`config.mk`:
```
export PLATFORM = sky130hd
export DESIGN_NAME = hdlc_tx
export DESIGN_NICKNAME = d
export VERILOG_FILES = /design/src/rtl/hdlc_tx_pkg.sv /design/src/rtl/hdlc_tx_fcs.sv /design/src/rtl/hdlc_tx_stuff.sv /design/src/rtl/hdlc_tx_gap.sv /design/src/rtl/hdlc_tx.sv
export SDC_FILE = /design/constraint.sdc
export NUM_CORES = 1
export LEC_CHECK = 0
export ABC_CLOCK_PERIOD_IN_PS = 4520
export BUFFER_PORTS_ARGS = -buffer_cell sky130_fd_sc_hd__buf_2
export CAP_MARGIN = 20
export CORE_MARGIN = 4
export CORE_UTILIZATION = 35
export CTS_BUF_LIST = sky130_fd_sc_hd__clkbuf_8
export CTS_CLUSTER_DIAMETER = 100
export DETAILED_ROUTE_END_ITERATION = 10
export GPL_TIMING_DRIVEN = 0
export PLACE_DENSITY = 0.49
export SYNTH_ARGS = -nofsm -noshare
export SYNTH_HDL_FRONTEND = slang
export SYNTH_SLANG_ARGS = --single-unit
```
`constraint.sdc`:
```
create_clock -name clk -period 4.52 [get_ports clk]
set_input_delay 0.904 -clock clk [delete_from_list [all_inputs] [get_ports clk]]
set_output_delay 0.904 -clock clk [all_outputs]
set_load 0.01 [all_outputs]
```
`src/rtl/hdlc_tx_pkg.sv`:
```
package hdlc_tx_pkg;

  typedef enum logic [1:0] {
    PH_FLAG = 2'd0,
    PH_ADDR = 2'd1,
    PH_DATA = 2'd2,
    PH_FCS  = 2'd3
  } phase_t;

  localparam int unsigned OCT_W     = 8;
  localparam int unsigned FCS_W     = 32;
  localparam logic [7:0]  FLAG_OCT  = 8'h7E;
  localparam logic [15:0] POLY16_RV = 16'h8408;
  localparam logic [31:0] POLY32_RV = 32'hEDB88320;

  // one serial step of the reflected 16-bit check
  function automatic logic [15:0] crc16_step(input logic [15:0] c, input logic b);
    logic fb;
    fb = c[0] ^ b;
    crc16_step = {1'b0, c[15:1]} ^ (fb ? POLY16_RV : 16'h0000);
  endfunction

  // one serial step of the reflected 32-bit check
  function automatic logic [31:0] crc32_step(input logic [31:0] c, input logic b);
    logic fb;
    fb = c[0] ^ b;
    crc32_step = {1'b0, c[31:1]} ^ (fb ? POLY32_RV : 32'h0000_0000);
  endfunction

endpackage

```
`src/rtl/hdlc_tx_fcs.sv`:
```
module hdlc_tx_fcs
  import hdlc_tx_pkg::*;
(
  input  logic             clk,
  input  logic             rst_n,
  input  logic             init,
  input  logic             en,
  input  logic             din,
  input  logic             use32,
  output logic [FCS_W-1:0] crc_q,
  output logic [FCS_W-1:0] crc_nx
);

  always_comb begin
    crc_nx = crc_q;
    if (en) begin
      if (use32) crc_nx = crc32_step(crc_q, din);
      else       crc_nx = {crc_q[FCS_W-1:16], crc16_step(crc_q[15:0], din)};
    end
  end

  always_ff @(posedge clk or negedge rst_n) begin
    if (!rst_n)    crc_q <= '1;
    else if (init) crc_q <= '1;
    else           crc_q <= crc_nx;
  end

endmodule

```
`src/rtl/hdlc_tx_stuff.sv`:
```
module hdlc_tx_stuff #(
  parameter int RUN_LEN = 5
) (
  input  logic clk,
  input  logic rst_n,
  input  logic step,
  input  logic content,
  input  logic bit_in,
  output logic stuff_now
);

  localparam int OW = $clog2(RUN_LEN + 1);

  logic [OW-1:0] ones_q;

  assign stuff_now = (ones_q == OW'(RUN_LEN));

  always_ff @(posedge clk or negedge rst_n) begin
    if (!rst_n) ones_q <= '0;
    else if (step) begin
      if (stuff_now || !content || !bit_in) ones_q <= '0;
      else                                  ones_q <= ones_q + OW'(1);
    end
  end

  // the run of content ones never exceeds the stuffing limit
  a_r2_run_limit: assert property (@(posedge clk) disable iff (!rst_n)
    ones_q <= OW'(RUN_LEN));

endmodule

```
`src/rtl/hdlc_tx_gap.sv`:
```
module hdlc_tx_gap #(
  parameter int GAP_W   = 6,
  parameter int MAX_GAP = 62
) (
  input  logic             clk,
  input  logic             rst_n,
  input  logic [GAP_W-1:0] cfg_gap,
  input  logic             flag_done,
  input  logic             clear,
  output logic             gap_ok
);

  localparam logic [GAP_W-1:0] MAXV = GAP_W'(MAX_GAP);
  localparam logic [GAP_W-1:0] TOPV = '1;

  logic [GAP_W-1:0] cnt_q;
  logic [GAP_W-1:0] eff;

  always_comb begin
    if (cfg_gap == '0)      eff = GAP_W'(1);
    else if (cfg_gap > MAXV) eff = MAXV;
    else                     eff = cfg_gap;
  end

  // true when the flag now finishing brings the count up to the gap
  assign gap_ok = ({1'b0, cnt_q} + (GAP_W+1)'(1)) >= {1'b0, eff};

  always_ff @(posedge clk or negedge rst_n) begin
    if (!rst_n)                         cnt_q <= '0;
    else if (clear)                     cnt_q <= '0;
    else if (flag_done && cnt_q != TOPV) cnt_q <= cnt_q + GAP_W'(1);
  end

  // a frame may open only once the gap is reached
  a_r5_open_after_gap: assert property (@(posedge clk) disable iff (!rst_n)
    clear |-> (cnt_q >= eff - GAP_W'(1)));

endmodule

```
`src/rtl/hdlc_tx.sv`:
```
module hdlc_tx
  import hdlc_tx_pkg::*;
#(
  parameter int GAP_W   = 6,
  parameter int MAX_GAP = 62,
  parameter int RUN_LEN = 5
) (
  input  logic             clk,
  input  logic             rst_n,
  input  logic             bit_en,
  input  logic [GAP_W-1:0] cfg_flag_gap,
  input  logic             cfg_fcs32,
  input  logic             cfg_addr_wide,
  input  logic [15:0]      cfg_addr,
  input  logic             in_valid,
  input  logic [7:0]       in_data,
  input  logic             in_last,
  output logic             in_ready,
  output logic             tx_bit
);

  localparam int CNT_W = $clog2(FCS_W);

  phase_t             phase_q;
  logic [FCS_W-1:0]   sh_q;
  logic [CNT_W-1:0]   bcnt_q;
  logic [CNT_W-1:0]   unit_last;
  logic               wide_q, fcs32_q, hi_q, last_q;
  logic [OCT_W-1:0]   addr_hi_q;

  logic stuff_now, gap_ok;
  logic unit_end, adv, is_content, line_bit, crc_en;
  logic flag_done, frame_start, addr_done, take_byte, fcs_load, fcs_done;
  logic [FCS_W-1:0] crc_q, crc_nx;

  // event decode, kept as named wires for the assertions
  always_comb begin
    unit_last   = (phase_q == PH_FCS) ? (fcs32_q ? CNT_W'(31) : CNT_W'(15)) : CNT_W'(OCT_W - 1);
    unit_end    = (bcnt_q == unit_last);
    adv         = bit_en && !stuff_now;
    is_content  = (phase_q != PH_FLAG);
    line_bit    = stuff_now ? 1'b0 : sh_q[0];
    crc_en      = adv && (phase_q == PH_ADDR || phase_q == PH_DATA);
    flag_done   = adv && unit_end && (phase_q == PH_FLAG);
    frame_start = flag_done && gap_ok && in_valid;
    addr_done   = adv && unit_end && (phase_q == PH_ADDR);
    take_byte   = (addr_done && !(wide_q && !hi_q)) ||
                  (adv && unit_end && (phase_q == PH_DATA) && !last_q);
    fcs_load    = adv && unit_end && (phase_q == PH_DATA) && last_q;
    fcs_done    = adv && unit_end && (phase_q == PH_FCS);
  end

  assign in_ready = take_byte;

  hdlc_tx_stuff #(.RUN_LEN(RUN_LEN)) u_stuff (
    .clk       (clk),
    .rst_n     (rst_n),
    .step      (bit_en),
    .content   (is_content),
    .bit_in    (sh_q[0]),
    .stuff_now (stuff_now)
  );

  hdlc_tx_gap #(.GAP_W(GAP_W), .MAX_GAP(MAX_GAP)) u_gap (
    .clk       (clk),
    .rst_n     (rst_n),
    .cfg_gap   (cfg_flag_gap),
    .flag_done (flag_done),
    .clear     (frame_start),
    .gap_ok    (gap_ok)
  );

  hdlc_tx_fcs u_fcs (
    .clk    (clk),
    .rst_n  (rst_n),
    .init   (frame_start),
    .en     (crc_en),
    .din    (sh_q[0]),
    .use32  (fcs32_q),
    .crc_q  (crc_q),
    .crc_nx (crc_nx)
  );

  always_ff @(posedge clk or negedge rst_n) begin
    if (!rst_n) begin
      phase_q   <= PH_FLAG;
      sh_q      <= FCS_W'(FLAG_OCT);
      bcnt_q    <= '0;
      wide_q    <= 1'b0;
      fcs32_q   <= 1'b0;
      hi_q      <= 1'b0;
      last_q    <= 1'b0;
      addr_hi_q <= '0;
      tx_bit    <= 1'b1;
    end else begin
      if (bit_en) tx_bit <= line_bit;
      if (adv) begin
        bcnt_q <= unit_end ? '0 : bcnt_q + CNT_W'(1);
        sh_q   <= {1'b0, sh_q[FCS_W-1:1]};
        if (frame_start) begin
          phase_q   <= PH_ADDR;
          sh_q      <= FCS_W'(cfg_addr[7:0]);
          wide_q    <= cfg_addr_wide;
          fcs32_q   <= cfg_fcs32;
          addr_hi_q <= cfg_addr[15:8];
          hi_q      <= 1'b0;
          last_q    <= 1'b0;
        end else if (flag_done) begin
          sh_q <= FCS_W'(FLAG_OCT);
        end else if (addr_done && wide_q && !hi_q) begin
          sh_q <= FCS_W'(addr_hi_q);
          hi_q <= 1'b1;
        end else if (take_byte) begin
          phase_q <= PH_DATA;
          sh_q    <= FCS_W'(in_data);
          last_q  <= in_last;
        end else if (fcs_load) begin
          phase_q <= PH_FCS;
          sh_q    <= ~crc_nx;
        end else if (fcs_done) begin
          phase_q <= PH_FLAG;
          sh_q    <= FCS_W'(FLAG_OCT);
        end
      end
    end
  end

  // an inserted bit appears on the line as a zero
  a_r2_stuff_is_zero: assert property (@(posedge clk) disable iff (!rst_n)
    (bit_en && stuff_now) |=> !tx_bit);

  // payload bytes are taken only inside the address/payload phases
  a_r8_ready_in_frame: assert property (@(posedge clk) disable iff (!rst_n)
    in_ready |-> (phase_q == PH_ADDR || phase_q == PH_DATA));

  // the check register is frozen while its value is being shifted out
  a_r3_crc_frozen: assert property (@(posedge clk) disable iff (!rst_n)
    (phase_q == PH_FCS) |=> $stable(crc_q));

  // sampled configuration holds for the whole frame
  a_r9_cfg_frozen: assert property (@(posedge clk) disable iff (!rst_n)
    (phase_q != PH_FLAG && $past(phase_q) != PH_FLAG) |-> $stable({fcs32_q, wide_q, addr_hi_q}));

  // the line bit moves only after an enabled edge
  a_r11_hold: assert property (@(posedge clk) disable iff (!rst_n)
    !bit_en |=> $stable(tx_bit));

endmodule

```
## Word level (Yosys, flattened, before mapping)

Index checks and enable logic that the tools add are counted.

- $add $sub $neg: 4
- $lt $le $gt $ge: 2
- Equality and inequality tests: 8
- Muxes and demuxes: 33
- Bitwise logic cells: 4
- Reductions and logical operators: 37

Operators with widths:

| operator | count |
|---|---|
| 32-bit 2-to-1 mux | 9 |
| 32-bit inverter | 1 |
| 31-bit by 32-bit bitwise XOR with 32-bit output | 1 |
| 31-bit 2-to-1 mux | 1 |
| 6-bit 2-to-1 mux | 4 |
| 1-bit logical AND | 16 |
| 16-bit 2-to-1 mux | 1 |
| 15-bit by 16-bit bitwise XOR with 16-bit output | 1 |
| 5-bit 2-to-1 mux | 3 |
| 2-bit 2-to-1 mux | 6 |
| 1-bit 2-to-1 mux | 8 |
| 4-bit AND reduction | 2 |
| 2-bit nonzero test | 4 |
| 6-bit by 1-bit adder with 7-bit output, second input constant | 1 |
| 7-bit by 6-bit >= comparator with 1-bit output | 1 |
| 6-bit by 1-bit adder with 6-bit output, second input constant | 1 |
| 6-bit > comparator, second input constant | 1 |
| 1-bit logical NOT | 6 |
| 6-bit logical NOT | 1 |
| 6-bit inequality test, second input constant | 1 |
| 5-bit by 1-bit adder with 5-bit output, second input constant | 1 |
| 5-bit == test | 1 |
| 2-bit == test, second input constant | 2 |
| 1-bit logical OR | 4 |
| other kinds (10) | 11 |

- Register bits after elaboration: 93
- Input port bits: 37
- Output and inout bits: 2
- Word-level logic and storage cells: 100

## Logic depth before layout (Yosys ltp)

Gate-level depths: netlist of the first run.

- Word-level depth: 11
- Depth in mapped cells: 11
- Gate-level depth less buffers: 9

## By module

Synthesis of the first run repeated with hierarchy kept, for this count alone.

- Cell total of the unflattened synthesis: 562
- Area total of the unflattened synthesis: 5556.6 um^2

By module, submodules not included:

| module | instances | cells an instance | area each (um^2) | seq. area each (um^2) |
|---|---|---|---|---|
| hdlc_tx | 1 | 300 | 2925.3 | 1310.0 |
| hdlc_tx_fcs | 1 | 174 | 1863.0 | 840.8 |
| hdlc_tx_gap | 1 | 70 | 580.6 | 150.1 |
| hdlc_tx_stuff | 1 | 18 | 187.7 | 75.1 |

## Worst setup path after synthesis of the first run

No wires, ideal clock.

- Kind: input-to-reg
- Start point: in cfg_flag_gap[3]
- End point: reg addr_hi_q[5]
- Setup time: 125 ps
- Arrival: 2768 ps
- Required time: 4395 ps
- Slack: 1627 ps
- Stages on the path: 10
- Cell sequence: inv_1 o41ai_1 nand2_1 ha_1 nor2b_1 o21ai_0 a21oi_4 nor2_4 buf_6 mux2_2

- Longest elaborated chain between the ends: 7
- Elaborated cells between the ends (all ways): 8
- Classes of those cells: order compare: 2; mux: 2; reduce/logical: 4

RTL lines:

| item | line | source |
|---|---|---|
| from (decl) | hdlc_tx.sv:11 | `input logic [GAP_W-1:0] cfg_flag_gap,` |
| 6-bit > comparator | hdlc_tx_gap.sv:21 | `else if (cfg_gap > MAXV) eff = MAXV;` |
| 6-bit 2-to-1 mux | hdlc_tx_gap.sv:21 |  |
| 6-bit 2-to-1 mux (*) | hdlc_tx_gap.sv:20 | `if (cfg_gap == '0) eff = GAP_W'(1);` |
| 7-bit by 6-bit >= comparator with 1-bit output (*) | hdlc_tx_gap.sv:26 | `assign gap_ok = ({1'b0, cnt_q} + (GAP_W+1)'(1)) >= {1'b0, eff};` |
| 1-bit logical AND (*) (2 in series) | hdlc_tx.sv:45 | `frame_start = flag_done && gap_ok && in_valid;` |
| 2-bit AND reduction (no source line) (*) | -- |  |
| to (signal assigned) | hdlc_tx.sv:105 | `addr_hi_q <= cfg_addr[15:8];` |
| to (decl) | hdlc_tx.sv:29 | `logic [OCT_W-1:0] addr_hi_q;` |

Every way passes the cells marked *; elsewhere a longest branch is shown, timed or not.
A chain may end at the register's enable or synchronous reset.

## Worst setup path in the final report of the first run

- Start point: reg phase_q[0]
- End point: out in_ready

- Longest elaborated chain between the ends: 7
- Elaborated cells between the ends (all ways): 11
- Classes of those cells: eq/ne: 4; mux: 1; reduce/logical: 6

RTL lines:

| item | line | source |
|---|---|---|
| from (decl) | hdlc_tx.sv:24 | `phase_t phase_q;` |
| from (signal assigned) | hdlc_tx.sv:86 | `phase_q <= PH_FLAG;` |
| from (signal assigned) | hdlc_tx.sv:101 | `phase_q <= PH_ADDR;` |
| from (signal assigned) | hdlc_tx.sv:114 | `phase_q <= PH_DATA;` |
| 2-bit == test | hdlc_tx.sv:38 | `unit_last = (phase_q == PH_FCS) ? (fcs32_q ? CNT_W'(31) : CNT_W'(15)) : CNT_W'(OCT_W - 1);` |
| 5-bit 2-to-1 mux | hdlc_tx.sv:38 |  |
| 5-bit == test | hdlc_tx.sv:39 | `unit_end = (bcnt_q == unit_last);` |
| 1-bit logical AND | hdlc_tx.sv:46, hdlc_tx.sv:48 |  |
| 1-bit logical AND (on tied branches) | hdlc_tx.sv:46, hdlc_tx.sv:48 |  |
| 1-bit logical AND (on tied branches) | hdlc_tx.sv:47, hdlc_tx.sv:48 |  |
| 1-bit logical OR (*) | hdlc_tx.sv:47 | `take_byte = (addr_done && !(wide_q && !hi_q)) \|\|` |
| to (decl) | hdlc_tx.sv:18 | `output logic in_ready,` |

Marked as above.

==> flow_metrics.env, run 1 <==
export IMPL_peakVddDrop_uv=181
export IMPL_synthToLayoutAreaGrowth_pct=12.7
export IMPL_period_needed_ns=3.26
export IMPL_vias_per_cell=5.43
export IMPL_overflow=0
export IMPL_insertion_delay_ns=0.37
export IMPL_fillerInstances=1412
export IMPL_grt_usage_pct=16.6
export IMPL_tightestPinTransition_ns=0.926
export IMPL_cts_tree="done"
export IMPL_rsz0062_at_grt="false"
export IMPL_cts_setup_buffers=0
export IMPL_finalMaxSlewViolations=0
export IMPL_status="finished clean"
export IMPL_die_y_um=128
export IMPL_top_level_ports=39
export IMPL_preCtsSetupSlack_ns=1.14
export IMPL_max_freq_ghz=0.306
export IMPL_cap_viol_max_count=0
export IMPL_num_antenna_cells=0
export IMPL_synth_cell_types=63
export IMPL_postRouteAntennaNets=0
export IMPL_via_count=3950
export IMPL_worstSetupStartpointType="flip-flop"
export IMPL_antenna_found_initial=0
export IMPL_p_per_area_nw_per_um2=360
export IMPL_cts_max_path_buffers=2
export IMPL_ys_warn_count=0
export IMPL_synth_area_um2=5030
export IMPL_synthCells=493
export IMPL_timing_final_crit_share_pct=72.2
export IMPL_place_area_um2=5480
export IMPL_power_leakage_uw=0.00261
export IMPL_fin_nets=594
export IMPL_clkPwrFrac_pct=27.7
export IMPL_hold_buffers=0
export IMPL_ys_seq_area_share_pct=47.2
export IMPL_grt_pass1_wl_mm=21.8
export IMPL_finalHoldViolations=0
export IMPL_die_w_um=128
export IMPL_hold_path_class="reg2reg"
export IMPL_ys_ff_latch=93
export IMPL_drt_iter0_markers=245
export IMPL_routed_wl_mm=12.6
export IMPL_worstSetupPathType="reg2out"
export IMPL_rrSetupSlack_ns=1.48
export IMPL_crit_chain="ha_1 -> nor3_2 -> a31o_2 -> o211ai_1 -> inv_1 -> buf_2"
export IMPL_final_setup_viol_count=0
export IMPL_async_flop_share_pct=100
export IMPL_p_seq_share_pct=50.8
export IMPL_numCtsBuffers=9
export IMPL_cts_resized=0
export IMPL_final_common_cell="nand2_1"
export IMPL_drc=0
export IMPL_finalWorstSetupSlack_ns=1.26
export IMPL_cp_end_kind="primary output"
export IMPL_final_cell_area_um2=5670
export IMPL_root_buffer="clkbuf_8"
export IMPL_grt_pass1_vias=4118
export IMPL_core_area_um2=14000
export IMPL_firstDrtPassIters=5
export IMPL_path_max_fanout=7
export IMPL_htree_levels=3
export IMPL_final_cell_mix="79 x nand2_1, 54 x dfrtp_1, 51 x buf_2, 39 x dfstp_2, 38 x o21ai_0"
export IMPL_path_delay_family="compound AO/OA/AOI/OAI gates"
export IMPL_rows=43
export IMPL_relSlewSlack_pct=37.4
export IMPL_combPwrFrac_pct=21.5
export IMPL_grt_max_degree=59
export IMPL_drive_above_1_share_pct=24.6
export IMPL_p_switching_uw=643
export IMPL_start_util_pct=36.0
export IMPL_syn_avg_cell_area_um2=10.2
export IMPL_tns_ns=0
export IMPL_die_area_um2=16400
export IMPL_port_buffers=38
export IMPL_p_int_uw=1400
export IMPL_switching_share_pct=31.5
export IMPL_gp_congestion=0.840
export IMPL_cts_sinks=93
export IMPL_syn_nets=544
export IMPL_post_dp_hpwl_mm=9.13
export IMPL_clock_skew_ns=0.0115
export IMPL_synthFlopType="dfrtp_1"
export IMPL_critPathBufInv=2
export IMPL_crit_required_ns=3.62
export IMPL_slowest_delay_ns=0.43
export IMPL_arrival_ns=2.36
export IMPL_clk_pin_slew_ns=0.09
export IMPL_synth_edf_count=0
export IMPL_slowest_stage="dfrtp_1"
export IMPL_wire_per_inst_um=17.4
worst reg2reg max path, stage by stage (launching register included):
cell	delay, ns
dfrtp_1	0.42
ha_1	0.25
nand3_1	0.11
xnor2_1	0.25
ha_1	0.29
a21o_1	0.18
a221o_1	0.33
a21oi_4	0.32
or2_1	0.16
buf_2	0.22
buf_2	0.29
o211ai_1	0.13
cell type report:
cell class,count,area (µm²),area share (%)
clock buffer,10,138,2.43
timing repair buffer,39,220,3.88
clock inverter,6,57.6,1.01
sequential,93,2380,41.9
buffer,27,145,2.56
inverter,15,56.3,0.993
tap,180,225,3.97
multi-input combinational,358,2450,43.3
metal layers:
layer	vias to the layer above	routed length (µm)	GRT usage, %
li1	1901	-	-
met5	-	0	0
met3	16	355	2.33
met4	0	240	6.43
met1	1972	6310	24.0
met2	61	5740	25.2
through the flow:
step / util, % / std cells / total power [µW] / hold slack [ns]
CTS: 40.6 / 728 / 2070 / 0.484
detailed placement: 39.2 / 712 / 1490 / 0.471
finish: 40.6 / 728 / 2040 / 0.473
global route: 40.6 / 728 / 2180 / 0.514
global placement: 38.9 / 711 / 1480 / 0.465
floorplan: - / 493 / 1350 / 0.445
power groups by stage:
stage | registers (µW) | logic (µW) | clock network [µW]
global route | 1050 | 500 | 628
CTS | 1040 | 446 | 592
floorplan | 1030 | 317 | 0
global placement | 1050 | 433 | 0
detailed placement | 1050 | 443 | 0
finish | 1040 | 440 | 566
cells in the mapped netlist (3+ instances only):
library cell	n	area share, %
nor2_1	16	1.2
clkbuf_1	9	0.67
ha_1	14	3.5
o32ai_1	5	0.87
o211ai_1	7	1.0
mux2_2	11	2.5
xnor2_1	13	2.3
a221oi_1	4	0.70
mux2i_1	28	5.6
a22oi_1	24	3.6
nand3_1	12	1.2
nand2_1	79	5.9
or3_1	8	0.99
inv_1	15	1.1
a31o_2	3	0.52
nor2b_1	4	0.50
xor2_1	6	1.0
nor3_1	4	0.40
buf_6	3	0.67
nand2b_1	5	0.62
a21oi_1	20	2.0
o21ai_0	38	3.8
dfrtp_1	54	27
dfstp_2	39	20
o221ai_1	9	1.6
a221o_1	5	0.99
buf_2	14	1.4
worst paths after layout:
check,to,startpoint,cells past startpoint
setup / recovery,in_ready,phase_q[0],6
hold / removal,tx_bit,tx_bit,2
setup reg to reg,u_fcs.crc_q[8],u_gap.cnt_q[0],11
hold reg to reg,tx_bit,tx_bit,2
max in group asynchronous,u_fcs.crc_q[28],rst_n,2
min in group asynchronous,fcs32_q,rst_n,1
flip-flops by register name, indices dropped and copies added (netlist names):
signal / count
addr_hi_q: 8
u_gap.cnt_q: 6
u_fcs.crc_q: 32
fcs32_q: 1
u_stuff.ones_q: 3
hi_q: 1
bcnt_q: 5
phase_q: 2
wide_q: 1
sh_q: 32
last_q: 1
tx_bit: 1
logic make-up (layout without fill, tap and decap cells):
logic type | after synthesis | in the layout | share of synthesized area [%]
DFF | 93 | 93 | 47.2
AOI/OAI and AO/OA | 138 | 138 | 19.2
buffers and inverters | 42 | 97 | 4.00
and+or+nand+nor | 147 | 147 | 14.4
adders and majority gates | 14 | 14 | 3.48
xor gates and xnor gates | 20 | 20 | 3.63
muxes | 39 | 39 | 8.03
(Power assumes the default switching activity.)
==> run 2, diff against run 1 <==
Settings changed: ABC_CLOCK_PERIOD_IN_PS 4520 to 2800, PLACE_DENSITY 0.49 to 0.51.
Clock period 4.52 ns to 2.8 ns, I/O delays scaled along.
==> run 2 against run 1 <==
  * Non-clock buffer count is 5 higher
  * Largest cell class unchanged
  * Sequential share of layout area is 0.62 points lower
  * Global-route usage is 0.78 points lower
  * Core utilization is 0.61 points higher
  * Clock skew is 0.0055 ns higher
  * Combinational power is 69% higher
  * Sequential cell count stayed put
  * Clock-buffer cell count stayed put
==> flow_metrics.env, run 2 (synthesis gave the netlist of run 1 again) <==
export IMPL_gp_congestion=0.809
export IMPL_relSlewSlack_pct=47.7
export IMPL_hold_path_class="in2async"
export IMPL_clk_pin_slew_ns=0.09
export IMPL_fin_nets=599
export IMPL_grt_pass1_vias=3953
export IMPL_finalMaxSlewViolations=0
export IMPL_via_count=3922
export IMPL_cap_viol_max_count=0
export IMPL_arrival_ns=2.95
export IMPL_tns_ns=0
export IMPL_worstSetupStartpoint="u_gap.cnt_q[0]"
export IMPL_cts_max_path_buffers=2
export IMPL_start_util_pct=36.0
export IMPL_timing_final_crit_share_pct=96.0
export IMPL_switching_share_pct=31.7
export IMPL_cts_sinks=93
export IMPL_drive_above_1_share_pct=26.9
export IMPL_htree_levels=3
export IMPL_place_area_um2=5480
export IMPL_path_max_fanout=10
export IMPL_hold_buffers=0
export IMPL_rrSetupSlack_ns=0.11
export IMPL_worstReg2RegStart="u_gap.cnt_q[0]"
export IMPL_antenna_found_initial=0
export IMPL_die_w_um=128
export IMPL_num_antenna_cells=0
export IMPL_final_cell_area_um2=5760
export IMPL_final_setup_viol_count=0
export IMPL_slowest_delay_ns=0.38
export IMPL_p_switching_uw=1060
export IMPL_post_dp_hpwl_mm=8.92
export IMPL_drt_iter0_markers=166
export IMPL_firstDrtPassIters=4
export IMPL_final_cell_mix="79 x nand2_1, 54 x dfrtp_1, 48 x buf_2, 39 x dfstp_2, 37 x o21ai_0"
export IMPL_rsz0062_at_grt="false"
export IMPL_max_freq_ghz=0.372
export IMPL_grt_max_degree=51
export IMPL_combPwrFrac_pct=22.2
export IMPL_p_int_uw=2290
export IMPL_p_per_area_nw_per_um2=583
export IMPL_numCtsBuffers=9
export IMPL_tightestPinTransition_ns=0.773
export IMPL_cts_tree="done"
export IMPL_crit_required_ns=3.06
export IMPL_die_area_um2=16400
export IMPL_largest_registers="sh_q (32), u_fcs.crc_q (32), addr_hi_q (8)"
export IMPL_postRouteAntennaNets=0
export IMPL_routed_wl_mm=12.5
export IMPL_worstSetupStartpointType="flip-flop"
export IMPL_synthToLayoutAreaGrowth_pct=14.4
export IMPL_clkPwrFrac_pct=27.9
export IMPL_wire_per_inst_um=17.0
export IMPL_power_leakage_uw=0.00264
export IMPL_core_area_um2=14000
export IMPL_overflow=0
export IMPL_port_buffers=38
export IMPL_p_seq_share_pct=49.9
export IMPL_fillerInstances=1395
export IMPL_top_level_ports=39
export IMPL_clock_skew_ns=0.0170
export IMPL_insertion_delay_ns=0.39
export IMPL_period_needed_ns=2.69
export IMPL_power_total_uw=3360
export IMPL_grt_usage_pct=15.9
export IMPL_drc=0
export IMPL_final_common_cell="nand2_1"
export IMPL_root_buffer="clkbuf_8"
export IMPL_grt_pass1_wl_mm=20.6
export IMPL_r2r_end="addr_hi_q[6]"
export IMPL_cp_end_kind="flip-flop"
export IMPL_die_y_um=128
export IMPL_rows=43
export IMPL_crit_path_end="addr_hi_q[6]"
export IMPL_crit_chain="ha_2 -> nand3_1 -> xnor2_2 -> ha_1 -> a21o_1 -> a221o_1 -> a21oi_4 -> buf_4 -> nor2_4 -> buf_6 -> mux2_2"
export IMPL_r2r_cells=11
export IMPL_finalHoldViolations=0
export IMPL_slowest_stage="dfrtp_1"
export IMPL_status="finished clean"
export IMPL_worstSetupPathType="reg2reg"
export IMPL_vias_per_cell=5.35
export IMPL_peakVddDrop_uv=421
[run 2: cell count changes in the layout (fill, tap and decap cells not counted), sizes merged]
| cell | previous run | this run |
|---|---|---|
| clkinv | 1 | 3 |
| inv | 18 | 16 |
| buf | 57 | 62 |
[run 2: final cells by class]
class,count,area [µm²],share of cell area (%)
flip-flops and latches,93,2380,41.3
clock buffers,10,138,2.39
repair buffers,44,258,4.48
plain buffers,27,154,2.67
multi-input cells,358,2490,43.2
clock inverters,6,63.8,1.11
well taps,180,225,3.91
inverters,15,56.3,0.978
[run 2: power groups by stage]
stage                     logic, µW  clock network (µW)  registers, µW
after floorplan                 511                   0           1660
after global placement          699                   0           1690
after detailed placement        710                   0           1690
after CTS                       735                 983           1680
after global routing            834                1030           1690
final                           744                 936           1680
[run 2: worst min-delay path by stage]
| stage | from | endpoint | slack, ns | cells after the start |
|---|---|---|---|---|
| final | rst_n | addr_hi_q[2] | 0.19 | 1 |
| after global routing | rst_n | sh_q[7] | 0.21 | 1 |
| after CTS | rst_n | bcnt_q[3] | 0.19 | 1 |
| after detailed placement | tx_bit | tx_bit | 0.46 | 2 |
| after global placement | sh_q[14] | sh_q[14] | 0.46 | 2 |
| after floorplan | rst_n | addr_hi_q[0] | 0.26 | 0 |
[run 2: metal layers]
| layer | vias up | routed length [µm] | share of wire, % | GRT usage (%) |
|---|---|---|---|---|
| met5 | - | 0 | 0 | 0 |
| met4 | 0 | 200 | 1.6 | 4.87 |
| met3 | 13 | 488 | 3.9 | 3.13 |
| met2 | 63 | 5570 | 45 | 23.7 |
| met1 | 1935 | 6210 | 50 | 23.1 |
| li1 | 1911 | - | - | - |
[run 2: critical path: cells and delay by family (launching register included)]
kind                     cells  cell delay [ns]
AO/OA/AOI/OAI                3             0.70
adder cells (fa/ha/maj)      2             0.54
flip-flops                   1             0.38
buffers and inverters        2             0.32
multiplexers                 1             0.27
AND/OR/NAND/NOR              2             0.19
XOR/XNOR                     1             0.17
[run 2: what timing repair did]
item                                    4_1_cts  5_1_grt
pin swaps                                     0        2
endpoints found under the setup margin       33       43
resized for setup                             4       12
buffers inserted                              2        3
gates cloned                                  0        0
[run 2: metrics by stage]
step	utilization, %	hold WS [ns]	instances	setup slack (ns)
final	41.2	0.191	733	0.112
after global routing	41.2	0.214	733	0.00501
after CTS	40.8	0.186	730	0.0115
after detailed placement	39.2	0.462	712	-0.220
after global placement	38.9	0.464	711	-0.215
after floorplan	-	0.264	493	0.251
